$ cat src/rtl/mve_pkg.sv
package mve_pkg;
   typedef enum logic [1:0] {
      OP_ADD    = 2'd0,
      OP_MUL    = 2'd1,
      OP_CMPGT  = 2'd2,
      OP_SETALL = 2'd3
   } op_e;

   typedef enum logic {
      MD_FULL = 1'b0,
      MD_SKIP = 1'b1
   } mode_e;

   typedef enum logic {
      ST_IDLE = 1'b0,
      ST_RUN  = 1'b1
   } state_e;
endpackage

$ cat src/rtl/mve_scan.sv
module mve_scan #(
   parameter int VLMAX = 16,
   parameter int IDX_W = 4,
   parameter int LEN_W = 5
) (
   input  logic [VLMAX-1:0] mask,
   input  logic [LEN_W-1:0] from,
   input  logic [LEN_W-1:0] lim,
   output logic [IDX_W-1:0] idx,
   output logic             found
);
   logic [VLMAX-1:0] elig;

   for (genvar g = 0; g < VLMAX; g++) begin : g_elig
      assign elig[g] = mask[g] && (LEN_W'(g) >= from) && (LEN_W'(g) < lim);
   end

   always_comb begin
      idx = '0;
      for (int i = VLMAX - 1; i >= 0; i--) begin
         if (elig[i]) idx = IDX_W'(i);
      end
   end

   assign found = |elig;
endmodule

$ cat src/rtl/mve_alu.sv
module mve_alu #(
   parameter int DW         = 16,
   parameter bit CMP_SIGNED = 1'b1
) (
   input  mve_pkg::op_e  op,
   input  logic [DW-1:0] a,
   input  logic [DW-1:0] b,
   input  logic [DW-1:0] scalar,
   output logic [DW-1:0] res,
   output logic          gt
);
   import mve_pkg::*;
   logic [2*DW-1:0] prod;

   assign prod = {{DW{1'b0}}, a} * {{DW{1'b0}}, b};

   always_comb begin
      case (op)
         OP_MUL:  res = prod[DW-1:0];
         default: res = a + b;
      endcase
   end

   if (CMP_SIGNED) begin : g_cmp_s
      assign gt = $signed(a) > $signed(scalar);
   end else begin : g_cmp_u
      assign gt = a > scalar;
   end
endmodule

$ cat src/rtl/mve_mask.sv
module mve_mask #(
   parameter int VLMAX = 16,
   parameter int IDX_W = 4
) (
   input  logic             clk,
   input  logic             rst_n,
   input  logic             set_all,
   input  logic             upd,
   input  logic [IDX_W-1:0] upd_idx,
   input  logic             upd_bit,
   output logic [VLMAX-1:0] mask
);
   always_ff @(posedge clk) begin
      if (!rst_n) begin
         mask <= '1;
      end else if (set_all) begin
         mask <= '1;
      end else if (upd) begin
         mask[upd_idx] <= upd_bit;
      end
   end
endmodule

$ cat src/rtl/mve_unit.sv
module mve_unit #(
   parameter int VLMAX      = 16,
   parameter int DW         = 16,
   parameter bit CMP_SIGNED = 1'b1,
   localparam int IDX_W     = (VLMAX > 1) ? $clog2(VLMAX) : 1,
   localparam int LEN_W     = IDX_W + 1
) (
   input  logic             clk,
   input  logic             rst_n,
   input  logic             start_i,
   input  logic [1:0]       op_i,
   input  logic             mode_i,
   input  logic [LEN_W-1:0] vlen_i,
   input  logic [DW-1:0]    scalar_i,
   output logic [IDX_W-1:0] rd_idx_o,
   input  logic [DW-1:0]    rd_a_i,
   input  logic [DW-1:0]    rd_b_i,
   output logic             wr_en_o,
   output logic [IDX_W-1:0] wr_idx_o,
   output logic [DW-1:0]    wr_data_o,
   output logic             busy_o,
   output logic             done_o,
   output logic [VLMAX-1:0] mask_o
);
   import mve_pkg::*;

   if (VLMAX < 2) begin : g_bad_len
      $error("mve_unit: VLMAX must be at least 2");
   end
   if (DW < 2) begin : g_bad_dw
      $error("mve_unit: DW must be at least 2");
   end

   state_e           state;
   op_e              op_q;
   mode_e            mode_q;
   logic [LEN_W-1:0] vlen_q;
   logic [DW-1:0]    scal_q;
   logic [LEN_W-1:0] cur_q;
   logic             wr_en_q;
   logic [IDX_W-1:0] wr_idx_q;
   logic [DW-1:0]    wr_data_q;
   logic             done_q;

   logic             accept;
   logic             skipping;
   logic [IDX_W-1:0] scan_idx;
   logic             scan_found;
   logic [IDX_W-1:0] elem_idx;
   logic             issue;
   logic [DW-1:0]    alu_res;
   logic             alu_gt;
   logic             mask_upd;

   assign accept   = (state == ST_IDLE) && start_i;
   assign skipping = (mode_q == MD_SKIP) && (op_q != OP_CMPGT);

   mve_scan #(.VLMAX(VLMAX), .IDX_W(IDX_W), .LEN_W(LEN_W)) u_scan (
      .mask  (mask_o),
      .from  (cur_q),
      .lim   (vlen_q),
      .idx   (scan_idx),
      .found (scan_found)
   );

   assign elem_idx = skipping ? scan_idx : cur_q[IDX_W-1:0];
   assign issue    = skipping ? scan_found : (cur_q < vlen_q);
   assign rd_idx_o = elem_idx;

   mve_alu #(.DW(DW), .CMP_SIGNED(CMP_SIGNED)) u_alu (
      .op     (op_q),
      .a      (rd_a_i),
      .b      (rd_b_i),
      .scalar (scal_q),
      .res    (alu_res),
      .gt     (alu_gt)
   );

   assign mask_upd = (state == ST_RUN) && issue && (op_q == OP_CMPGT);

   mve_mask #(.VLMAX(VLMAX), .IDX_W(IDX_W)) u_mask (
      .clk     (clk),
      .rst_n   (rst_n),
      .set_all (accept && (op_e'(op_i) == OP_SETALL)),
      .upd     (mask_upd),
      .upd_idx (elem_idx),
      .upd_bit (alu_gt),
      .mask    (mask_o)
   );

   always_ff @(posedge clk) begin
      if (!rst_n) begin
         state     <= ST_IDLE;
         op_q      <= OP_ADD;
         mode_q    <= MD_FULL;
         vlen_q    <= '0;
         scal_q    <= '0;
         cur_q     <= '0;
         wr_en_q   <= 1'b0;
         wr_idx_q  <= '0;
         wr_data_q <= '0;
         done_q    <= 1'b0;
      end else begin
         done_q  <= 1'b0;
         wr_en_q <= 1'b0;
         case (state)
            ST_IDLE: begin
               if (start_i) begin
                  if (op_e'(op_i) == OP_SETALL) begin
                     done_q <= 1'b1;
                  end else begin
                     state  <= ST_RUN;
                     op_q   <= op_e'(op_i);
                     mode_q <= mode_e'(mode_i);
                     vlen_q <= vlen_i;
                     scal_q <= scalar_i;
                     cur_q  <= '0;
                  end
               end
            end
            ST_RUN: begin
               if (issue) begin
                  cur_q <= LEN_W'(elem_idx) + LEN_W'(1);
                  if (op_q != OP_CMPGT) begin
                     wr_en_q   <= mask_o[elem_idx];
                     wr_idx_q  <= elem_idx;
                     wr_data_q <= alu_res;
                  end
               end else begin
                  state  <= ST_IDLE;
                  done_q <= 1'b1;
               end
            end
            default: state <= ST_IDLE;
         endcase
      end
   end

   assign wr_en_o   = wr_en_q;
   assign wr_idx_o  = wr_idx_q;
   assign wr_data_o = wr_data_q;
   assign busy_o    = (state == ST_RUN);
   assign done_o    = done_q;
endmodule

$ cat config.mk
export PLATFORM = sky130hd
export DESIGN_NAME = mve_unit
export DESIGN_NICKNAME = d
export VERILOG_FILES = /design/src/rtl/mve_pkg.sv /design/src/rtl/mve_scan.sv /design/src/rtl/mve_alu.sv /design/src/rtl/mve_mask.sv /design/src/rtl/mve_unit.sv
export SDC_FILE = /design/constraint.sdc
export NUM_CORES = 1
export LEC_CHECK = 0
export ABC_AREA = 1
export BUFFER_PORTS_ARGS = -buffer_cell sky130_fd_sc_hd__buf_2
export CORE_MARGIN = 5
export CORE_UTILIZATION = 35
export CTS_CLUSTER_DIAMETER = 120
export DETAILED_ROUTE_END_ITERATION = 8
export SLEW_MARGIN = 20
export SYNTH_ARGS = -nofsm -noshare
export SYNTH_HDL_FRONTEND = slang
export SYNTH_SLANG_ARGS = --single-unit
$ cat constraint.sdc
create_clock -name clk -period 7.05 [get_ports clk]
set_input_delay 1.41 -clock clk [delete_from_list [all_inputs] [get_ports clk]]
set_output_delay 1.41 -clock clk [all_outputs]
set_load 0.02 [all_outputs]
==> results of run 1 <==
## power by group
group,leakage (nW),internal [mW],switching (mW)
sequential,0.557,0.413,0.0173
combinational,4.75,0.719,1.05
clock,0.153,0.287,0.184
## final cells by class
type	instances	area, um2	share of cell area, %
flip-flops and latches	68	1360	13.8
well taps	324	405	4.11
inverters	303	1140	11.5
multi-input cells	829	6000	60.9
clock buffers	10	239	2.42
clock inverters	6	70.1	0.710
repair buffers	120	648	6.57
## metal layers
| layer | up-vias | track usage [%] | wire length (um) | part of all wire (%) |
|---|---|---|---|---|
| met1 | 3730 | 26.2 | 12100 | 47 |
| met5 | - | 0 | 0 | 0 |
| met4 | 0 | 3.95 | 456 | 1.8 |
| met2 | 204 | 29.5 | 11300 | 44 |
| li1 | 4005 | - | - | - |
| met3 | 29 | 4.10 | 1690 | 6.6 |
## cells by family after synthesis
logic type,Yosys count,synth area share (%)
flops,68,15.7
xor+xnor,40,4.04
fa+ha+maj,169,31.4
buf+inv,340,15.1
simple gates,426,21.0
compound gates,194,12.8
## per-stage QoR
step                power (mW)  worst slack (ns)  instances
floorplan                 1.72             0.476       1237
global placement          2.19             0.229       1644
detailed placement        2.20             0.219       1644
CTS                       2.70             0.527       1660
global route              3.00            0.0319       1660
finish                    2.67             0.536       1660
## flip-flops by register name, indices dropped and copies added (netlist names)
name	count
scal_q	16
u_mask.mask	16
wr_data_o	16
cur_q	5
vlen_q	5
wr_idx_o	4
op_q	2
busy_o	1
done_o	1
mode_q	1
wr_en_o	1
## cells in the final DEF, fill, tap and decap left out, types with 9 or more instances in the layout
cell / instances
o21ai_1: 13
inv_2: 11
fa_1: 81
clkbuf_16: 9
inv_1: 292
a21oi_1: 79
buf_4: 19
ha_1: 88
buf_2: 101
dfxtp_1: 68
nand3_1: 66
o21ai_0: 61
nor2_1: 52
xor2_1: 19
xnor2_1: 21
nand2_1: 271
## tightest hold or removal path, stage by stage, from the launching register on
cell and delay (ns):
dfxtp_1 0.29, inv_1 0.07, a21oi_1 0.06
## worst max path at each step
stage                         start       endpoint  slack (ns)  cells after the start
after floorplan           rd_a_i[0]  wr_data_o[15]        0.48                     30
after global placement    rd_a_i[3]  wr_data_o[15]        0.23                     30
after detailed placement  rd_a_i[2]  wr_data_o[15]        0.22                     30
after CTS                 rd_a_i[2]  wr_data_o[15]        0.53                     30
after global routing      rd_a_i[2]  wr_data_o[15]        0.03                     30
final                     rd_a_i[3]  wr_data_o[15]        0.54                     30
==> qor.csv, run 1 <==
stage;metric;value;unit
routing;vias;7968;
worst_setup_path;slowest stage delay, CP;0.56;ns
place;GP Congestion;0.874;
grt;first-pass GRT wire length;42500;um
worst_setup_path;startpoint types;primary input;
die;Initial Util;35.6;%
clock_tree;Clock Sink Count;68;
worst_setup_path;Crit path required time;7.32;ns
timing;unrepaired setup endpoints after global routing;no;
die;Core Footprint;0.0244;mm2
worst_setup_path;CP max-delay cell;fa_1;
worst_setup_path;Top delay family on crit path;adder cells;
timing;setup TNS;0;ns
cells_and_area;design area;0.00986;mm2
clock_tree;CTS resizes;0;
worst_setup_path;R2R depth;13;
cells_and_area;Diodes inserted;0;
cells_and_area;Synth-to-Final Area Change;13.7;%
grt;gr ovfl total;0;
logic_synthesis;Synth top area share;18.7;%
timing;clock skew;0.0161;ns
routing;final wirelength;25600;um
timing;Fmax;154;MHz
clock_tree;clk slew on worst S/H paths;0.06;ns
die;Rows;57;
logic_synthesis;EDFF count, synth;0;
timing;Final Hold Vio Count;0;
worst_hold_path;Worst Hold End;scal_q[10];
grt;largest net degree at the start of global routing;47;
timing;Final Max Slew Viols;0;
clock_tree;# hold bufs at CTS;0;
routing;Detailed Routing Iterations Pass 1;5;
grt;vias in the first global route;8049;
cells_and_area;layout cells sized above 1;12.9;%
logic_synthesis;Post-Syn Nets;1465;
clock_tree;# H-tree levels;3;
worst_setup_path;critical path class;primary input to register;
power_and_ir_drop;P_leak;5.46;nW
worst_setup_path;CP Buf/Inv Count;6;
worst_setup_path;Crit Reg-Reg Endpoint;wr_data_o[14];
place;Placement Cell Area;0.00956;mm2
routing;1st-iter DRT viols;486;
timing;hold slack;0.465;ns
die;Die Ht;167;um
die;io pins;102;
cells_and_area;Filler Cell Count;2650;
logic_synthesis;Post-synth ARST share;0;%
clock_tree;Clk Latency, worst-skew pair;0.34;ns
grt;GR Util All Layers;18.6;%
worst_setup_path;Register-to-Register Setup Slack;4.05;ns
logic_synthesis;Netlist cell types;47;
clock_tree;Setup Buffers After CTS;0;
worst_hold_path;Hold Path Cell Cnt;2;
power_and_ir_drop;PwrDens;271;mW/mm2
timing;worst slew pin tran;0.712;ns
logic_synthesis;Synth Warn #;0;
place;Port Buffers;101;
logic_synthesis;top-count cell post-synth;inv_1;
cells_and_area;final core utilization;40.4;%
die;die width;167;um
routing;remaining routing DRC violations;0;
die;Die Area;0.0280;mm2
clock_tree;clock root buffer;clkbuf_16;
routing;Via-to-Cell Ratio;4.80;
clock_tree;clock tree from TritonCTS;yes;
logic_synthesis;Synth area leader;fa_1;
worst_setup_path;crit path max fanout;10;
power_and_ir_drop;VDD IR max;0.207;mV
worst_hold_path;Hold WC Path Type;register to register;
logic_synthesis;Synth Instances;1237;
outcome;status;completed;
worst_setup_path;FF-to-FF Start;cur_q[3];
logic_synthesis;synthesized flop and latch total;68;
timing;endpoints failing setup;0;
cells_and_area;# nets final;1559;
timing;max_slew headroom;52.5;%
clock_tree;Clock Tree Buf Depth;2;
grt;initial antenna violation count;0;
timing;Tcrit/Tclk final;92.4;%
worst_setup_path;CP endpoint kind;register;
logic_synthesis;synthesized area;0.00867;mm2
worst_hold_path;Worst Hold Launch;scal_q[10];
routing;average wire per standard cell;15.4;um
run;# Max-Cap Violations;0;
logic_synthesis;top cells by area, synth;fa_1, dfxtp_1, ha_1;
logic_synthesis;sequential area share after synthesis;15.7;%
place;detailed placer's ending HPWL;20900;um
logic_synthesis;Primary FF master, synth;dfxtp_1;
clock_tree;CTS buffer count;9;
routing;ANT nets after route;0;
logic_synthesis;synthesized area per cell;7.01;um2
timing;Final min period;6.51;ns
worst_setup_path;Worst EP arrival;6.78;ns
logic_synthesis;list of most frequent post-synthesis cells;inv_1, nand2_1, ha_1;
No activity file was read; power rests on OpenSTA's default activity.
==> run 2: changes to the inputs <==
--- a/config.mk
+++ b/config.mk
@@ -7,11 +7,10 @@
 export LEC_CHECK = 0
 export ABC_AREA = 1
 export BUFFER_PORTS_ARGS = -buffer_cell sky130_fd_sc_hd__buf_2
-export CORE_MARGIN = 5
+export CORE_MARGIN = 3
 export CORE_UTILIZATION = 35
 export CTS_CLUSTER_DIAMETER = 120
 export DETAILED_ROUTE_END_ITERATION = 8
-export SLEW_MARGIN = 20
 export SYNTH_ARGS = -nofsm -noshare
 export SYNTH_HDL_FRONTEND = slang
 export SYNTH_SLANG_ARGS = --single-unit
==> qor.csv, run 2 (synthesis results as in run 1) <==
stage;metric;value;unit;change
worst_setup_path;startpoint types;primary input;;
worst_setup_path;Crit Reg-Reg Endpoint;u_mask.mask[15];;
cells_and_area;Filler Cell Count;2516;;-5.1%
routing;met2 WL;11600;um;+2.7%
power_and_ir_drop;VDD IR max;0.172;mV;-17%
power_and_ir_drop;PwrDens;268;mW/mm2;-1.2%
timing;Final min period;6.52;ns;+0.00899 ns
cells_and_area;commonest non-fill, non-tap cell in the layout;inv_1;;
clock_tree;Clock Sink Count;68;;unchanged
worst_setup_path;Worst EP arrival;6.80;ns;+0.02 ns
timing;setup TNS;0;ns;unchanged
worst_hold_path;Worst Hold End;scal_q[10];;
grt;first-pass GRT wire length;41600;um;-2.0%
cells_and_area;# nets final;1562;;+0.19%
power_and_ir_drop;P_leak;5.44;nW;-0.20%
die;Core Footprint;0.0239;mm2;-2.0%
grt;GR Util All Layers;19.7;%;+1.0 points
grt;gr ovfl total;0;;unchanged
cells_and_area;layout cells sized above 1;13.1;%;+0.12 points
clock_tree;# hold bufs at CTS;0;;unchanged
routing;vias;8050;;+1.0%
timing;endpoints failing setup;0;;unchanged
timing;Fmax;153;MHz;-0.14%
timing;Final Hold Vio Count;0;;unchanged
timing;unrepaired setup endpoints after global routing;no;;
worst_setup_path;CP max-delay cell;fa_1;;
place;detailed placer's ending HPWL;21000;um;+0.29%
routing;remaining routing DRC violations;0;;unchanged
timing;clock skew;0.0100;ns;-0.00609 ns
clock_tree;CTS buffer count;9;;unchanged
worst_setup_path;CP endpoint kind;register;;
worst_setup_path;critical path class;primary input to register;;
worst_hold_path;Hold WC Path Type;register to register;;
timing;Final Max Slew Viols;0;;unchanged
worst_setup_path;crit path max fanout;14;;+4
clock_tree;# H-tree levels;3;;unchanged
timing;worst slew pin tran;0.704;ns;-0.00761 ns
die;Rows;56;;-1.8%
routing;Detailed Routing Iterations Pass 1;7;;+2
cells_and_area;Synth-to-Final Area Change;13.6;%;
clock_tree;clock tree from TritonCTS;yes;;
routing;DR top layer;met5;;
clock_tree;clk slew on worst S/H paths;0.05;ns;about the same
grt;initial antenna violation count;1;;+1
die;io pins;102;;unchanged
timing;final setup margin;0.527;ns;-0.00899 ns
clock_tree;clock root buffer;clkbuf_16;;
worst_setup_path;slowest stage delay, CP;0.55;ns;about the same
cells_and_area;final core utilization;41.2;%;+0.79 points
cells_and_area;most frequent cells in the layout;inv_1, nand2_1, buf_2;;
clock_tree;CTS resizes;0;;unchanged
die;Die Area;0.0267;mm2;-4.7%
run;# Max-Cap Violations;0;;unchanged
worst_hold_path;Worst Hold Launch;scal_q[10];;
timing;Tcrit/Tclk final;92.5;%;+0.13 points
routing;average wire per standard cell;15.6;um;+1.2%
grt;vias in the first global route;7917;;-1.6%
worst_setup_path;Crit path required time;7.33;ns;about the same
routing;met3 WL;1770;um;+5.2%
clock_tree;Setup Buffers After CTS;0;;unchanged
die;Initial Util;36.3;%;+0.74 points
timing;max_slew headroom;53.0;%;+0.51 points
cells_and_area;Diodes inserted;0;;unchanged
routing;Via-to-Cell Ratio;4.86;;+1.2%
routing;final wirelength;25900;um;+1.1%
place;pre-CTS setup slack;0.177;ns;-0.0421 ns
worst_setup_path;R2R depth;24;;+11
outcome;status;completed;;
power_and_ir_drop;Total Power;2.64;mW;-1.3%
routing;1st-iter DRT viols;484;;-0.41%
place;GP Congestion;0.896;;+2.5%
clock_tree;Clock Tree Buf Depth;2;;unchanged
routing;ANT nets after route;0;;unchanged
worst_setup_path;Register-to-Register Setup Slack;4.04;ns;about the same
worst_hold_path;Hold Path Cell Cnt;2;;unchanged
grt;largest net degree at the start of global routing;47;;unchanged
die;die width;163;um;-2.4%
die;Die Ht;163;um;-2.4%
clock_tree;Clk Latency, worst-skew pair;0.34;ns;about the same
worst_setup_path;FF-to-FF Start;cur_q[1];;
routing;wl on met1;11900;um;-1.4%
place;Port Buffers;101;;unchanged
==> run 2: cell count changes in the layout (fill, tap and decap cells not counted) <==
cell	delta
buf_4	+3
bufinv_16	-1
clkbuf_1	+1
clkinv_4	-2
clkinvlp_4	+3
inv_6	-1
==> run 2: metal layers <==
| metal | global-route usage, % | vias to the layer above |
|---|---|---|
| met5 | 0 | - |
| met2 | 31.6 | 249 |
| met3 | 4.06 | 36 |
| met4 | 4.96 | 2 |
| met1 | 27.1 | 3749 |
| li1 | - | 4014 |
==> run 2: stage by stage <==
| stage | std cells | hold WS (ns) | cell area [um2] |
|---|---|---|---|
| 2_1_floorplan | 1237 | 0.430 | 8670 |
| 3_3_place_gp | 1642 | 0.451 | 9570 |
| 3_5_place_dp | 1642 | 0.456 | 9570 |
| 4_1_cts | 1658 | 0.464 | 9850 |
| 5_1_grt | 1658 | 0.479 | 9850 |
| 6_report | 1658 | 0.461 | 9850 |
==> run 2: layout make-up <==
type / instances / area [um2] / share of cell area (%)
clock buffer: 11 / 243 / 2.46
clock inverter: 5 / 36.3 / 0.368
inverter: 303 / 1140 / 11.5
multi-input combinational: 829 / 6000 / 60.9
sequential: 68 / 1360 / 13.8
tap: 319 / 399 / 4.05
timing repair buffer: 123 / 671 / 6.81
==> run 2: worst max path at each step <==
stage / from / end / slack (ns) / cells after the start
2_1_floorplan: rd_a_i[0] / wr_data_o[15] / 0.48 / 30
3_3_place_gp: rd_a_i[3] / wr_data_o[15] / 0.20 / 30
3_5_place_dp: rd_a_i[3] / wr_data_o[15] / 0.18 / 30
4_1_cts: rd_a_i[3] / wr_data_o[15] / 0.52 / 30
5_1_grt: rd_a_i[3] / wr_data_o[15] / 0.08 / 30
6_report: rd_a_i[3] / wr_data_o[15] / 0.53 / 30
==> run 2: worst max-delay path, delay by kind of cell <==
family	cells	cell delay, ns
XOR/XNOR	1	0.13
adder cells (fa/ha/maj)	8	3.15
buffers and inverters	6	0.62
AND/OR/NAND/NOR	10	0.80
AO/OA/AOI/OAI	5	0.68
==> run 2: report_power, final <==
part | internal, mW | total [mW] | switching, mW
clock | 0.248 | 0.427 | 0.179
combinational | 0.722 | 1.78 | 1.06
sequential | 0.413 | 0.430 | 0.0174
